==> config.mk <==
export PLATFORM = sky130hd
export DESIGN_NAME = exec_unit
export DESIGN_NICKNAME = d
export VERILOG_FILES = /design/src/rtl/exec_pkg.sv /design/src/rtl/alu_core.sv /design/src/rtl/cc_reg.sv /design/src/rtl/branch_eval.sv /design/src/rtl/exec_unit.sv
export SDC_FILE = /design/constraint.sdc
export NUM_CORES = 1
export LEC_CHECK = 0
export ABC_CLOCK_PERIOD_IN_PS = 4600
export BUFFER_PORTS_ARGS = -buffer_cell sky130_fd_sc_hd__clkbuf_2
export CAP_MARGIN = 20
export CORE_MARGIN = 1.5
export CORE_UTILIZATION = 45
export DETAILED_ROUTE_END_ITERATION = 8
export PLACE_DENSITY = 0.74
export SLEW_MARGIN = 40
export SYNTH_ARGS = -nofsm -noshare
export SYNTH_HDL_FRONTEND = slang
export SYNTH_HIERARCHICAL = 1
export SYNTH_SLANG_ARGS = --single-unit
==> constraint.sdc <==
create_clock -name clk -period 4.6 [get_ports clk]
set_input_delay 0.92 -clock clk [delete_from_list [all_inputs] [get_ports clk]]
set_output_delay 0.92 -clock clk [all_outputs]
set_load 0.02 [all_outputs]
==> src/rtl/exec_pkg.sv <==
package exec_pkg;
    localparam int unsigned CODE_W = 4;

    localparam logic [CODE_W-1:0] CLS_INTOP = 4'd6;
    localparam logic [CODE_W-1:0] CLS_JUMP  = 4'd7;

    typedef enum logic [CODE_W-1:0] {
        FN_ADD = 4'd0,
        FN_SUB = 4'd1,
        FN_AND = 4'd2,
        FN_XOR = 4'd3
    } alu_fn_e;

    typedef enum logic [CODE_W-1:0] {
        JC_ALWAYS = 4'd0,
        JC_LE     = 4'd1,
        JC_LT     = 4'd2,
        JC_EQ     = 4'd3,
        JC_NE     = 4'd4,
        JC_GE     = 4'd5,
        JC_GT     = 4'd6
    } jcond_e;

    typedef struct packed {
        logic zf;
        logic sf;
        logic of;
    } flags_t;

    localparam flags_t FLAGS_RESET = '{zf: 1'b0, sf: 1'b0, of: 1'b0};

    function automatic logic lt_of(flags_t f);
        return f.sf ^ f.of;
    endfunction
endpackage

==> src/rtl/alu_core.sv <==
module alu_core
    import exec_pkg::*;
#(
    parameter int unsigned W = 32
) (
    input  logic [CODE_W-1:0] icode,
    input  logic [CODE_W-1:0] ifun,
    input  logic [W-1:0]      val_a,
    input  logic [W-1:0]      val_b,
    output logic [W-1:0]      val_e,
    output flags_t            flags_new,
    output logic              flags_ok
);
    localparam int unsigned MSB = W - 1;

    logic [W-1:0] sum, diff;
    logic         ovf_add, ovf_sub, ovf;

    assign sum     = val_b + val_a;
    assign diff    = val_b - val_a;
    assign ovf_add = (val_a[MSB] == val_b[MSB]) && (sum[MSB] != val_b[MSB]);
    assign ovf_sub = (val_a[MSB] != val_b[MSB]) && (diff[MSB] != val_b[MSB]);

    always_comb begin
        val_e    = sum;
        ovf      = 1'b0;
        flags_ok = 1'b0;
        if (icode == CLS_INTOP) begin
            flags_ok = 1'b1;
            case (alu_fn_e'(ifun))
                FN_ADD: begin val_e = sum;           ovf = ovf_add; end
                FN_SUB: begin val_e = diff;          ovf = ovf_sub; end
                FN_AND: begin val_e = val_b & val_a; ovf = 1'b0;    end
                FN_XOR: begin val_e = val_b ^ val_a; ovf = 1'b0;    end
                default: begin
                    val_e    = '0;
                    flags_ok = 1'b0;
                end
            endcase
        end
    end

    assign flags_new = '{zf: (val_e == '0), sf: val_e[MSB], of: ovf};
endmodule

==> src/rtl/cc_reg.sv <==
module cc_reg
    import exec_pkg::*;
(
    input  logic   clk,
    input  logic   rst,
    input  logic   we,
    input  flags_t d,
    output flags_t q
);
    always_ff @(posedge clk) begin
        if (rst)
            q <= FLAGS_RESET;
        else if (we)
            q <= d;
    end

    assert_hold_R5: assert property (@(posedge clk) disable iff (rst)
        !we |=> $stable(q));

    assert_reset_R9: assert property (@(posedge clk)
        rst |=> (q == FLAGS_RESET));
endmodule

==> src/rtl/branch_eval.sv <==
module branch_eval
    import exec_pkg::*;
(
    input  logic              is_jump,
    input  logic [CODE_W-1:0] ifun,
    input  flags_t            flags,
    output logic              cnd
);
    logic lt;
    assign lt = lt_of(flags);

    always_comb begin
        cnd = 1'b0;
        if (is_jump) begin
            case (jcond_e'(ifun))
                JC_ALWAYS: cnd = 1'b1;
                JC_LE:     cnd = lt | flags.zf;
                JC_LT:     cnd = lt;
                JC_EQ:     cnd = flags.zf;
                JC_NE:     cnd = ~flags.zf;
                JC_GE:     cnd = ~lt;
                JC_GT:     cnd = ~lt & ~flags.zf;
                default:   cnd = 1'b0;
            endcase
        end
    end
endmodule

==> src/rtl/exec_unit.sv <==
module exec_unit
    import exec_pkg::*;
#(
    parameter int unsigned W = 32
) (
    input  logic              clk,
    input  logic              rst,
    input  logic [3:0]        icode,
    input  logic [3:0]        ifun,
    input  logic [W-1:0]      val_a,
    input  logic [W-1:0]      val_b,
    input  logic [W-1:0]      val_c,
    input  logic [W-1:0]      val_p,
    input  logic              set_cc_en,
    output logic [W-1:0]      val_e,
    output logic [2:0]        flags_q,
    output logic              cnd,
    output logic [W-1:0]      next_pc
);
    flags_t flags_new, flags_cur;
    logic   flags_ok, cc_we;

    alu_core #(.W(W)) u_alu (
        .icode     (icode),
        .ifun      (ifun),
        .val_a     (val_a),
        .val_b     (val_b),
        .val_e     (val_e),
        .flags_new (flags_new),
        .flags_ok  (flags_ok)
    );

    assign cc_we = set_cc_en & flags_ok;

    cc_reg u_cc (
        .clk (clk),
        .rst (rst),
        .we  (cc_we),
        .d   (flags_new),
        .q   (flags_cur)
    );

    branch_eval u_br (
        .is_jump (icode == CLS_JUMP),
        .ifun    (ifun),
        .flags   (flags_cur),
        .cnd     (cnd)
    );

    assign next_pc = cnd ? val_c : val_p;
    assign flags_q = flags_cur;

    assert_flag_capture_R4: assert property (@(posedge clk) disable iff (rst)
        cc_we |=> (flags_q[2] == ($past(val_e) == '0)) && (flags_q[1] == $past(val_e[W-1])));

    assert_no_overflow_R3: assert property (@(posedge clk) disable iff (rst)
        (set_cc_en && icode == CLS_INTOP && (ifun == 4'd2 || ifun == 4'd3)) |=> !flags_q[0]);

    assert_fallthrough_R8: assert property (@(posedge clk) disable iff (rst)
        (icode != CLS_JUMP) |-> (!cnd && next_pc == val_p));
endmodule

**Yosys cells after proc, flatten, opt, wreduce, memory -nomap -nowiden**

Cells that the tools add are included.

- Input bits: 139
- Word-level logic and storage cells: 39
- Register bits: 3
- Output and inout bits: 68

- $add $sub $neg: 2
- Bitwise gates (word level): 8
- Reduce and logical (&&, ||, !) cells: 5
- Multiplexer cells: 9
- Equality and inequality tests: 12

Operators by type and width:

| operator | count |
|---|---|
| $pmux W32 S4 | 1 |
| $mux W32 | 2 |
| $add A32 B32 Y32 | 1 |
| $and A32 B32 Y32 | 1 |
| $logic_not A32 Y1 | 1 |
| $sub A32 B32 Y32 | 1 |
| $xor A32 B32 Y32 | 1 |
| $eq A4 B3 Y1 const B | 5 |
| $eq A4 B2 Y1 const B | 2 |
| $pmux W1 S7 | 1 |
| $eq A4 B1 Y1 const B | 1 |
| $logic_not A4 Y1 | 1 |
| $mux W1 | 4 |
| $reduce_or A4 Y1 | 1 |
| $ne A1 B1 Y1 | 3 |
| $and A1 B1 Y1 | 2 |
| $logic_and A1 B1 Y1 | 2 |
| $not A1 Y1 | 2 |
| $pmux W1 S2 | 1 |
| $eq A1 B1 Y1 | 1 |
| $or A1 B1 Y1 | 1 |
| $xor A1 B1 Y1 | 1 |

**Logic depth before layout (Yosys ltp)**

- Depth after elaboration: 6
- Mapped depth: 16
- Depth with buffers taken out: 15

**Hierarchy**

The synthesis kept the hierarchy.

Modules (own cells, without submodules):

| module | area each (µm²) | cells an instance | times used | sequential area each (µm²) |
|---|---|---|---|---|
| alu_core | 5,006.1 | 745 | 1 | 0.0 |
| exec_unit | 560.5 | 38 | 1 | 0.0 |
| cc_reg | 101.3 | 9 | 1 | 60.1 |
| branch_eval | 73.8 | 12 | 1 | 0.0 |

**Worst setup path after synthesis**

OpenSTA, ideal clock, no wires.

- Path kind: input to output
- Start point: input val_a[3]
- End point: output val_e[31]
- Arrival time: 3,441 ps
- Slack: 239 ps
- Path buffers: 2
- Stages on the path: 13
- Data required time: 3,680 ps
- Cells stage by stage: inv_1 > ha_1 > buf_6 > a21o_1 > a21oi_2 > a211oi_1 > nor3b_1 > o31ai_1 > a2111o_1 > a21oi_1 > xnor2_1 > o221ai_1 > buf_4

RTL lines:

| what | RTL line | RTL |
|---|---|---|
| start: declaration | exec_unit.sv:10 | `input logic [W-1:0] val_a,` |
| end: declaration | exec_unit.sv:15 | `output logic [W-1:0] val_e,` |

**Final worst setup path**

- Start point: input val_a[2]
- End point: output val_e[29]

- Cells in the longest elaborated chain, start to end: 3

Ends and longest elaborated chain:

| what | RTL line | RTL |
|---|---|---|
| $sub A32 B32 Y32 / $add A32 B32 Y32 (equally long branches) | alu_core.sv:20, alu_core.sv:19 |  |
| $pmux W32 S4 | alu_core.sv:30 | `case (alu_fn_e'(ifun))` |
| $mux W32 * | alu_core.sv:28 | `if (icode == CLS_INTOP) begin` |

Mark *: on every way between the ends. The rest lies on a longest branch, timed or not.

==> results_dict.tcl <==
set metrics [dict create \
    status "finished clean" \
    slew_violations 0 \
    design_area_um2 7920 \
    syn-num-nets 1009 \
    drc 0 \
    grt_pass1_wl_um 34900 \
    cp-end-kind "output pin" \
    startpoint "val_a[2]" \
    worst-r2r-setup-slack_ns 3.87 \
    cts_tree "done" \
    yosys_most_used_dff "dfxtp_1" \
    areaGrowthSynthToFinish_pct 38.0 \
    setup_viol 0 \
    synth_top_area_frac 0.139 \
    drive_gt1_frac 0.401 \
    nets 1289 \
    powerDensity_nw_per_um2 167 \
    antenna_found_initial 0 \
    largest_reg_flops 3 \
    yosys.cell_types.count 91 \
    reg2reg_depth 2 \
    crit_fanout 4 \
    largest-register "u_cc/q" \
    hold_end "u_cc/q[0]" \
    wl_per_cell_um 19.0 \
    htreeDepth 1 \
    die_w_um 116 \
    synth_cells 804 \
    place_area_um2 7550 \
    peakVddDrop_mv 0.131 \
    cts_made_buffers 3 \
    hold_viol 0 \
    netlist_top_cells_count "a21oi_1, ha_1, inv_1, nor2_1, nand2_1" \
    yosysMostFrequentCell "a21oi_1" \
    antennaDiodeCount 0 \
    tightest_slew_ns 0.651 \
    yosys_warnings 6 \
    dr.pass1.iters 8 \
    io_buffers 206 \
    overflow 0 \
    skew_ns 0 \
    dieArea_um2 13400 \
    cts.path.max_buffers 2 \
    cp.required_ns 3.68 \
    async_flop_share 0 \
    initial_core_util 0.459 \
    reg_top3 "u_cc/q (3)" \
    period_minus_slack_ns 4.57 \
    clock_sinks 3 \
    crit_path_start_kind "input pin" \
    clock-root-buffer "clkbuf_16" \
    fmax_ghz 0.219 \
    synthTopCellsByArea "ha_1, mux2_4, a21oi_1" \
    yosysSeqAreaShare 0.0105 \
    pre_cts_slack_ns -0.0319 \
    core_um2 12500 \
    fin_crit_sh 0.993 \
    clk_latency_ns 0.23 \
    dp_hpwl_um 19500 \
    hold_depth 2 \
    avgSynthCellArea_um2 7.14 \
    final.setup.worst_slack_ns 0.0327 \
    synth-seq-cells 3 \
    grt_max_degree 25 \
    avgViaCountPerCell 6.15 \
    drv_cap 0 \
    synth_top_area_cell "ha_1" \
    regToRegEndpoint "u_cc/q[1]" \
    rows 41 \
    r2r-start "u_cc/q[1]" \
    whs_ns 0.548 \
    clkSlewWorstSetupHoldPaths_ns 0.03 \
    leakage_nw 3.81 \
    hp-class "register to register" \
    relSlewSlack 0.561 \
    postCtsHoldBufs 0 \
    routed-via-count 7718 \
    grt_pass1_vias 6804 \
    arrival_ns 3.65 \
    ant_nets 0 \
    synth_edf_count 0 \
    rsz0062_at_grt "yes" \
    critPathKind "input pin to output pin" \
    drt_wl_total_um 23900 \
    syn_area_um2 5740 \
    first_iter_violations 910 \
    grt_usage 0.330 \
    globalplace.congestion 1.02 \
    die_h_um 116 \
    hold_path.startpoint "u_cc/q[0]" \
    io_pins 207 \
]
==> cells in the final DEF, fill, tap and decap left out, types with 8 or more instances in the layout <==
cell and count:
a21oi_1 72, nand4_1 15, o211ai_1 8, nor2_1 57
and3_1 9, inv_1 63, buf_4 121, nor2b_1 14
xnor2_1 23, mux2_4 31, o21ai_0 40, a21o_1 17
o21a_1 8, nand3_1 14, mux2i_1 12, nand2b_1 10
a31oi_1 10, o31ai_1 15, ha_1 52, nor3_1 26
a211oi_1 9, nor4_1 9, clkbuf_2 201, a21oi_2 9
nand2_1 52
==> where the power goes <==
group	internal, mW	total, mW	switching (mW)
clock network	0.115	0.140	0.0258
registers	0.0263	0.0263	0.0000885
logic	0.497	1.15	0.657
==> timing repair <==
| action | CTS | global route |
|---|---|---|
| buffers inserted | 1 | 6 |
| pin swaps | 2 | 17 |
| endpoints found under the setup margin | 5 | 13 |
| resized for setup | 5 | 48 |
==> critical path, cell delays in order <==
cell       delay (ns)
clkbuf_2         0.11
inv_2            0.05
ha_4             0.24
buf_4            0.15
nor2b_4          0.12
a2111o_1         0.44
a2111oi_4        0.40
a211oi_2         0.12
a21oi_4          0.19
a41o_1           0.22
o22ai_2          0.08
mux2_4           0.28
a21o_2           0.19
buf_6            0.13
==> layer usage <==
metal,routed length (um),track usage
met5,0,0
met4,1020,0.136
met3,2020,0.0492
met2,10700,0.529
met1,10100,0.442
==> logic make-up (layout without fill, tap and decap cells) <==
| kind of cell | Yosys count | after routing | synth area share |
|---|---|---|---|
| flip-flops | 3 | 3 | 0.0105 |
| multiplexers | 49 | 49 | 0.113 |
| AND/OR/NAND/NOR | 253 | 253 | 0.235 |
| AO/OA/AOI/OAI | 291 | 291 | 0.358 |
| XOR/XNOR | 25 | 25 | 0.0381 |
| adder cells (fa/ha/maj) | 66 | 66 | 0.146 |
| buffers and inverters | 117 | 396 | 0.0987 |
==> worst max path at each step <==
stage | to | cells past startpoint
after floorplan | val_e[31] | 13
after global placement | val_e[24] | 13
after detailed placement | val_e[21] | 13
after CTS | val_e[27] | 13
after global routing | val_e[29] | 14
final | val_e[29] | 14
==> stage by stage <==
stage / setup TNS (ns) / power [mW] / util / instances
2_1_floorplan: 0 / 0.691 / - / 804
5_1_grt: -0.0356 / 1.40 / 0.633 / 1255
3_5_place_dp: -0.0354 / 1.10 / 0.603 / 1244
6_report: 0 / 1.32 / 0.633 / 1255
3_3_place_gp: -0.0211 / 1.10 / 0.603 / 1244
4_1_cts: 0 / 1.25 / 0.612 / 1249
==> area by class of cell <==
type	instances	area, um2
sequential	3	60.1
tap	172	215
timing repair buffer	327	1970
clock buffer	4	78.8
inverter	65	244
fill	1185	4600
multi-input combinational	684	5350
No activity file was read; power rests on OpenSTA's default activity.
